## config.mk

```make
export PLATFORM = sky130hd
export DESIGN_NAME = simd_ge_unit
export DESIGN_NICKNAME = d
export VERILOG_FILES = /design/src/rtl/simd_pkg.sv /design/src/rtl/simd_lane_addsub.sv /design/src/rtl/simd_byte_select.sv /design/src/rtl/simd_pack_unit.sv /design/src/rtl/simd_ge_unit.sv
export SDC_FILE = /design/constraint.sdc
export NUM_CORES = 1
export LEC_CHECK = 0
export CORE_ASPECT_RATIO = 1.75
export CORE_MARGIN = 8
export CORE_UTILIZATION = 45
export DETAILED_ROUTE_END_ITERATION = 10
export PLACE_DENSITY = 0.69
export SLEW_MARGIN = 20
export SYNTH_ARGS = -nofsm -noshare
export SYNTH_HDL_FRONTEND = slang
export SYNTH_SLANG_ARGS = --single-unit
```

## constraint.sdc

```tcl
create_clock -name clk -period 5.3 [get_ports clk]
set_input_delay 1.325 -clock clk [delete_from_list [all_inputs] [get_ports clk]]
set_output_delay 1.325 -clock clk [all_outputs]
set_load 0.02 [all_outputs]
```

## src/rtl/simd_pkg.sv

```systemverilog
package simd_pkg;

    localparam int WORD_W    = 32;
    localparam int BYTE_W    = 8;
    localparam int HALF_W    = 2 * BYTE_W;
    localparam int NUM_BYTES = WORD_W / BYTE_W;
    localparam int NUM_HALVES = WORD_W / HALF_W;
    localparam int SH_W      = $clog2(WORD_W);
    localparam int OP_W      = 3;

    typedef enum logic [OP_W-1:0] {
        OP_ADD8  = 3'b000,
        OP_SUB8  = 3'b001,
        OP_ADD16 = 3'b010,
        OP_SUB16 = 3'b011,
        OP_SEL   = 3'b100,
        OP_PKLO  = 3'b101,
        OP_PKHI  = 3'b110,
        OP_UNPK  = 3'b111
    } simd_op_e;

    typedef struct packed {
        logic [WORD_W-1:0]    res;
        logic [NUM_BYTES-1:0] ge;
        logic                 vld;
    } simd_state_t;

endpackage

```

## src/rtl/simd_lane_addsub.sv

```systemverilog
module simd_lane_addsub #(
    parameter int W = 8
) (
    input  logic [W-1:0] a,
    input  logic [W-1:0] b,
    input  logic         do_sub,
    input  logic         is_signed,
    output logic [W-1:0] sum,
    output logic         ge
);
    logic [W:0] ax;
    logic [W:0] bx;
    logic [W:0] x;

    always_comb begin
        // one guard bit: exact result fits in W+1 bits for both modes
        ax  = {is_signed & a[W-1], a};
        bx  = {is_signed & b[W-1], b};
        x   = do_sub ? (ax - bx) : (ax + bx);
        sum = x[W-1:0];
        // unsigned add: guard bit is the carry; otherwise guard bit is the sign
        ge  = (do_sub | is_signed) ? ~x[W] : x[W];
    end
endmodule

```

## src/rtl/simd_byte_select.sv

```systemverilog
module simd_byte_select
    import simd_pkg::*;
(
    input  logic [WORD_W-1:0]    a,
    input  logic [WORD_W-1:0]    b,
    input  logic [NUM_BYTES-1:0] pick_a,
    output logic [WORD_W-1:0]    merged
);
    for (genvar i = 0; i < NUM_BYTES; i++) begin : g_byte
        assign merged[i*BYTE_W +: BYTE_W] =
            pick_a[i] ? a[i*BYTE_W +: BYTE_W] : b[i*BYTE_W +: BYTE_W];
    end
endmodule

```

## src/rtl/simd_pack_unit.sv

```systemverilog
module simd_pack_unit
    import simd_pkg::*;
(
    input  logic [WORD_W-1:0] a,
    input  logic [WORD_W-1:0] b,
    input  logic [SH_W-1:0]   shamt,
    input  simd_op_e          op,
    input  logic              is_signed,
    output logic [WORD_W-1:0] packed_out
);
    logic [HALF_W-1:0] b_lo_shl;
    logic [HALF_W-1:0] b_hi_sra;
    logic [HALF_W-1:0] ext_lo;
    logic [HALF_W-1:0] ext_hi;

    always_comb begin
        b_lo_shl = HALF_W'(b << shamt);
        // upper half of (b >>> shamt) equals low half of b >>> (shamt + HALF_W)
        b_hi_sra = HALF_W'($signed(b) >>> (int'(shamt) + HALF_W));
        ext_lo   = {{(HALF_W-BYTE_W){is_signed & a[BYTE_W-1]}}, a[BYTE_W-1:0]};
        ext_hi   = {{(HALF_W-BYTE_W){is_signed & a[HALF_W+BYTE_W-1]}},
                    a[HALF_W +: BYTE_W]};
        unique case (op)
            OP_PKLO: packed_out = {a[WORD_W-1:HALF_W], b_lo_shl};
            OP_PKHI: packed_out = {b_hi_sra, a[HALF_W-1:0]};
            default: packed_out = {ext_hi, ext_lo};
        endcase
    end
endmodule

```

## src/rtl/simd_ge_unit.sv

```systemverilog
module simd_ge_unit
    import simd_pkg::*;
(
    input  logic                  clk,
    input  logic                  rst_n,
    input  logic                  in_valid,
    input  logic [OP_W-1:0]       opcode,
    input  logic                  signed_mode,
    input  logic [WORD_W-1:0]     src_a,
    input  logic [WORD_W-1:0]     src_b,
    input  logic [SH_W-1:0]       shamt,
    output logic [WORD_W-1:0]     result,
    output logic [NUM_BYTES-1:0]  ge_flags,
    output logic                  result_valid
);
    simd_op_e             op;
    simd_state_t          st_d, st_q;
    logic [WORD_W-1:0]    byte_sum, half_sum, sel_out, pack_out;
    logic [NUM_BYTES-1:0] byte_ge, half_ge_x;
    logic [NUM_HALVES-1:0] half_ge;

    assign op = simd_op_e'(opcode);

    for (genvar i = 0; i < NUM_BYTES; i++) begin : g_byte_lane
        simd_lane_addsub #(.W(BYTE_W)) u_lane (
            .a         (src_a[i*BYTE_W +: BYTE_W]),
            .b         (src_b[i*BYTE_W +: BYTE_W]),
            .do_sub    (opcode[0]),
            .is_signed (signed_mode),
            .sum       (byte_sum[i*BYTE_W +: BYTE_W]),
            .ge        (byte_ge[i])
        );
    end

    for (genvar h = 0; h < NUM_HALVES; h++) begin : g_half_lane
        simd_lane_addsub #(.W(HALF_W)) u_lane (
            .a         (src_a[h*HALF_W +: HALF_W]),
            .b         (src_b[h*HALF_W +: HALF_W]),
            .do_sub    (opcode[0]),
            .is_signed (signed_mode),
            .sum       (half_sum[h*HALF_W +: HALF_W]),
            .ge        (half_ge[h])
        );
        assign half_ge_x[2*h +: 2] = {2{half_ge[h]}};
    end

    simd_byte_select u_sel (
        .a      (src_a),
        .b      (src_b),
        .pick_a (st_q.ge),
        .merged (sel_out)
    );

    simd_pack_unit u_pack (
        .a          (src_a),
        .b          (src_b),
        .shamt      (shamt),
        .op         (op),
        .is_signed  (signed_mode),
        .packed_out (pack_out)
    );

    always_comb begin
        st_d     = st_q;
        st_d.vld = in_valid;
        if (in_valid) begin
            unique case (op)
                OP_ADD8, OP_SUB8: begin
                    st_d.res = byte_sum;
                    st_d.ge  = byte_ge;
                end
                OP_ADD16, OP_SUB16: begin
                    st_d.res = half_sum;
                    st_d.ge  = half_ge_x;
                end
                OP_SEL:  st_d.res = sel_out;
                default: st_d.res = pack_out;
            endcase
        end
    end

    always_ff @(posedge clk) begin
        if (!rst_n) st_q <= '0;
        else        st_q <= st_d;
    end

    assign result       = st_q.res;
    assign ge_flags     = st_q.ge;
    assign result_valid = st_q.vld;
endmodule

```

# ---- Word-level counts from Yosys, hierarchy flattened
# Cells that the tools add are included.
dict set report classes {
  add_sub_neg 13
  n_eq_ne 6
  n_bitwise 15
  n_mux 19
  reduce_logical 5
  shift 2
}
# operator count
set ops {}
lappend ops {{$pmux W32 S3} 1}
lappend ops {{$pmux W32 S2} 1}
lappend ops {{$add A9 B9 Y9} 4}
lappend ops {{$mux W9} 4}
lappend ops {{$sub A9 B9 Y9} 4}
lappend ops {{$add A17 B17 Y17} 2}
lappend ops {{$mux W17} 2}
lappend ops {{$sub A17 B17 Y17} 2}
lappend ops {{$mux W8} 4}
lappend ops {{$shl A32 B5 Y16} 1}
lappend ops {{$sshr A32 B32 Y16} 1}
lappend ops {{$eq A3 B3 Y1 const B} 3}
lappend ops {{$and A1 B1 Y1} 8}
lappend ops {{$pmux W4 S2} 1}
lappend ops {{$add A5 B5 Y6 const B} 1}
lappend ops {{$eq A3 B2 Y1 const B} 2}
lappend ops {{$mux W1} 6}
lappend ops {{$not A1 Y1} 6}
lappend ops {{$reduce_or A2 Y1} 2}
lappend ops {{$eq A3 B1 Y1 const B} 1}
lappend ops {{$logic_not A3 Y1} 1}
lappend ops {{$reduce_and A2 Y1} 1}
lappend ops {{$reduce_bool A2 Y1} 1}
lappend ops {{$or A1 B1 Y1} 1}
dict set report word_totals {
  ff_bits 37
  output_inout_bits 37
}

# ---- Depth between registers and ports, before layout
dict set report logic_depth {
  ltp_word 6
  depth_mapped 16
  depth_no_buf 14
}

# ---- Hierarchy
# From an unflattened synthesis, not the netlist that was laid out.
dict set report hier_totals {
  hier_cells 1053
  area_unflattened_um2 8857.2
}
# mod seq_area_each_um2 area_per_inst_um2 instances cells_each
set modules_own_cells {}
lappend modules_own_cells {{simd_lane_addsub (g_half_lane[0].u_lane ...)} 0.0 1098.6 2 157}
lappend modules_own_cells {simd_ge_unit 740.7 2175.8 1 206}
lappend modules_own_cells {{simd_lane_addsub (g_byte_lane[0].u_lane ...)} 0.0 534.3 4 68}
lappend modules_own_cells {simd_pack_unit 0.0 1821.7 1 225}
lappend modules_own_cells {simd_byte_select 0.0 525.5 1 36}

# ---- Least setup slack after synthesis
# No wires, ideal clock.
dict set report synth_timing {
  path_type {input to register}
  startpoint {in opcode[0]}
  endpoint {reg st_q (netlist bit result[28])}
  setup_slack_ps 774
  required_ps 5183
  setup_ps 117
  n_path_buf 4
  arrival_ps 4409
  cell_stages 13
  path_cell_list {clkbuf_1 -> buf_1 -> clkbuf_1 -> buf_1 -> mux2i_1 -> fa_1 -> a211oi_1 -> o211a_1 -> o32a_1 -> nor2b_1 -> xor2_1 -> o21ai_0 -> a32o_1}
}
dict set report synth_via {
  elab_chain_cells 3
  elab_cells_between_ends 13
}
# item line
set synth_lines {}
lappend synth_lines {{from (decl)} simd_ge_unit.sv:7} ;# input logic [OP_W-1:0] opcode,
lappend synth_lines {{$eq A3 B3 Y1 (tied with other cells)} simd_pack_unit.sv:23} ;# unique case (op)
lappend synth_lines {{$pmux W32 S2 or $reduce_or A2 Y1 (tied branches)} {simd_pack_unit.sv:23, simd_ge_unit.sv:67}}
lappend synth_lines {{$pmux W32 S3 (*)} simd_ge_unit.sv:67} ;# unique case (op)
lappend synth_lines {{to (signal assigned)} simd_ge_unit.sv:84} ;# else st_q <= st_d;
lappend synth_lines {{to (decl)} simd_ge_unit.sv:17} ;# simd_state_t st_d, st_q;
# Every way passes the cells marked *; elsewhere a longest branch is shown, timed or not.
# A chain may end at the register's enable or synchronous reset.

# ---- Worst setup path after layout
dict set report layout_timing {
  startpoint {in src_b[0]}
  endpoint {reg st_q (netlist bit result[11])}
}
dict set report layout_via {
  elab_chain_cells 3
  elab_cells_between_ends 6
}
# item line
set layout_lines {}
lappend layout_lines {{from (decl)} simd_ge_unit.sv:10} ;# input logic [WORD_W-1:0] src_b,
lappend layout_lines {{$add A17 B17 Y17 (tied with other cells)} simd_lane_addsub.sv:19} ;# x = do_sub ? (ax - bx) : (ax + bx);
lappend layout_lines {{$mux W17 or $pmux W32 S2 (tied branches)} {simd_lane_addsub.sv:19, simd_pack_unit.sv:23}}
lappend layout_lines {{$pmux W32 S3 (*)} simd_ge_unit.sv:67}
# Marked as above.

==> flow_summary.toml <==
[global_routing]
grt_pass1_vias = 8474
grt_use_total_pct = 28.7
met1_usage_pct = 29.4
grt_pass1_wl_um = 46600
antenna_found_initial = 0
grt-busiest-layer = "met2"
grt-ovfl-total = 0
grt_max_degree = 38
met3_usage_pct = 3.51
grt_util_met2_pct = 51.7

[timing]
grt_setup_unrepaired = "false"
finalCriticalPeriod_ps = 4710
hold_viol = 0
fmax_mhz = 212
hold_slack_ps = 440
tightest_slew_ps = 922
relSlewSlack_pct = 38.3
setup_violations = 0
setup_ws_ps = 588
slew_viol_final = 0
setup_tns_ps = 0
min_period_over_period_pct = 88.9
skew_ps = 7.15

[drt]
vias_per_cell = 6.72
drt_wl_total_um = 30600
drtAntennaViolNets = 0
vias = 8597
first_iter_violations = 877
wire_per_inst_um = 23.9
drt_drc_violations_left = 0
dr.pass1.iters = 6

[pwr]
intPower_w = 0.000961
ir_drop_mv = 0.110
power.combinational.fraction_pct = 60.7
p_sw_w = 0.000751
power_density_nw_per_um2 = 194
leakagePower_nw = 3.38
switching_share_pct = 43.9
seqPwrFrac_pct = 19.8
clock_power_share_pct = 19.5

[die]
coreArea_um2 = 15900
ios = 113
die_width_um = 112
row_count = 61
dieArea_um2 = 20700
chipHeight_um = 184
start_util_pct = 45.9

[yosys]
ys_ff_latch = 37
synth_compound_area_share_pct = 29.5
synthTopCellsByArea = "dfxtp_1 10%, ha_1 8.9%, xnor2_1 7.7%"
synth_top_area_share_pct = 10.2
async_flop_share_pct = 0
syn_avg_cell_area_um2 = 7.25
synth_edf_count = 0
synth_ff_type = "dfxtp_1"
netlist_area_um2 = 7280
synth_nets = 1137
synth_top_family_by_area = "compound AO/OA/AOI/OAI gates"
yosysSeqAreaShare_pct = 10.2
synth_cell_types = 72
synthMuxAreaShare_pct = 15.2
synth-simple-area-share_pct = 20.1
synth_xor_area_share_pct = 8.90
synthCells = 1005
yosysWarnings = 0
synthAdderAreaFrac_pct = 10.0
yosysTopAreaCell = "dfxtp_1"

[setup_path]
crit_family = "compound AO/OA/AOI/OAI gates"
slowest_stage = "a2111oi_0"
critPathLaunchType = "input pin"
max_stage_delay_ps = 740
crit_type = "input pin to flop"
critPathRequiredTime_ps = 5480
end_kind = "flop"
worst-path-buf-inv = 3
cp_cell_sequence = "clkdlybuf4s50_1, inv_1, ha_1, nor3b_1, buf_4, a21oi_1, xnor2_1, ha_1, a2111oi_0, a21oi_1, nor2b_1, xor2_1, o21ai_0, a32o_1"
critPathArrivalTime_ps = 4890
critPathMaxFanout = 6

[final_layout]
nets = 1221
antenna_cells = 0
syn_to_final_growth_pct = 20.9
final_common_cell = "clkdlybuf4s50_1"
final_cell_mix = "110 x clkdlybuf4s50_1, 97 x nand2_1, 96 x a21oi_1, 93 x nor2_1, 71 x o21ai_0"
drive_gt1_share_pct = 9.36

[job]
drv_cap = 0

[clocking]
cts_tree = "done"
clock_latency_ps = 290
ctsResizeCount = 0
root_buffer = "clkbuf_16"
postCtsHoldBufs = 0
max-clock-path-buffers = 2
cts_max_level = 2
clkTransAtPathRegs_ps = 60
clkSinkCount = 37
post-cts-setup-buffer-count = 0
cts_made_buffers = 5

[placed_design]
dp_hpwl_um = 23600
port_buffers = 112
place_ws_ps = 333
place_congestion = 0.979

[min_path]
hp-class = "flop to flop"

[run_status]
status = "completed"
logic make-up (layout without fill, tap and decap cells):
logic type	Yosys count	after routing
AOI/OAI and AO/OA	330	330
xor gates and xnor gates	74	74
adders and majority gates	56	56
buffers and inverters	113	198
DFF	37	37
muxes	83	83
and+or+nand+nor	312	312
stage by stage:
stage	cells	utilization (%)	power, W	area [um2]
finish	1279	55.5	0.00171	8810
global route	1279	55.5	0.00180	8810
CTS	1279	55.5	0.00169	8810
detailed placement	1271	54.5	0.00136	8650
global placement	1271	54.5	0.00135	8650
floorplan	1005	-	0.00101	7280
worst paths after layout:
| check | from | to | slack, ps | cells after the start |
|---|---|---|---|---|
| worst min-delay path | result[6]$_SDFFE_PN0P_ | result[6]$_SDFFE_PN0P_ | 440 | 2 |
| worst min register to register | result[6]$_SDFFE_PN0P_ | result[6]$_SDFFE_PN0P_ | 440 | 2 |
| worst max-delay path | src_b[0] | result[11]$_SDFFE_PN0P_ | 590 | 14 |
| worst max register to register | ge_flags[2]$_SDFFE_PN0P_ | result[19]$_SDFFE_PN0P_ | 3520 | 4 |
layout make-up:
cell class | count | area (um2)
Multi-Input combinational cell | 855 | 6110
Clock inverter | 1 | 5.00
Clock buffer | 7 | 153
Tap cell | 189 | 236
Inverter | 35 | 131
Fill cell | 1578 | 7070
Timing Repair Buffer | 155 | 1430
Sequential cell | 37 | 741
tightest hold or removal path, cell delays in order, from the launching register on:
cell and delay [ps]:
dfxtp_1 310, nand2_1 50, nand2_1 40
power groups by stage:
stage          Sequential (W)  Clock, W  Combinational (W)
2_1_floorplan        0.000358         0           0.000653
3_3_place_gp         0.000343         0            0.00101
3_5_place_dp         0.000344         0            0.00101
4_1_cts              0.000337  0.000334            0.00102
5_1_grt              0.000341  0.000342            0.00111
6_report             0.000339  0.000334            0.00104
cell usage after synthesis, types with 5 or more instances:
cell	count
a2111oi_0	6
a211oi_1	14
a21o_1	10
a21oi_1	96
a221oi_1	8
a31oi_1	19
and3_1	9
buf_1	15
buf_2	5
clkbuf_1	56
dfxtp_1	37
ha_1	52
inv_1	31
mux2_2	13
mux2i_1	49
mux4_2	21
nand2_1	97
nand2b_1	10
nand3_1	16
nand4_1	9
nor2_1	93
nor2b_1	15
nor3_1	27
nor3b_1	7
o2111ai_1	6
o211ai_1	14
o21a_1	15
o21ai_0	71
o221ai_1	10
o22ai_1	10
o31ai_1	5
or3_1	9
xnor2_1	64
xor2_1	10
state kept, by name, summed over array words and instances, names as in the netlist:
signal,count
result,32
ge_flags,4
result_valid,1
layer usage:
layer | part of all wire, % | vias up
li1 | - | 3908
met1 | 35 | 4066
met2 | 51 | 467
met3 | 6.4 | 156
met4 | 7.7 | 0
met5 | 0 | -
Power figures use the tool's default switching activity.
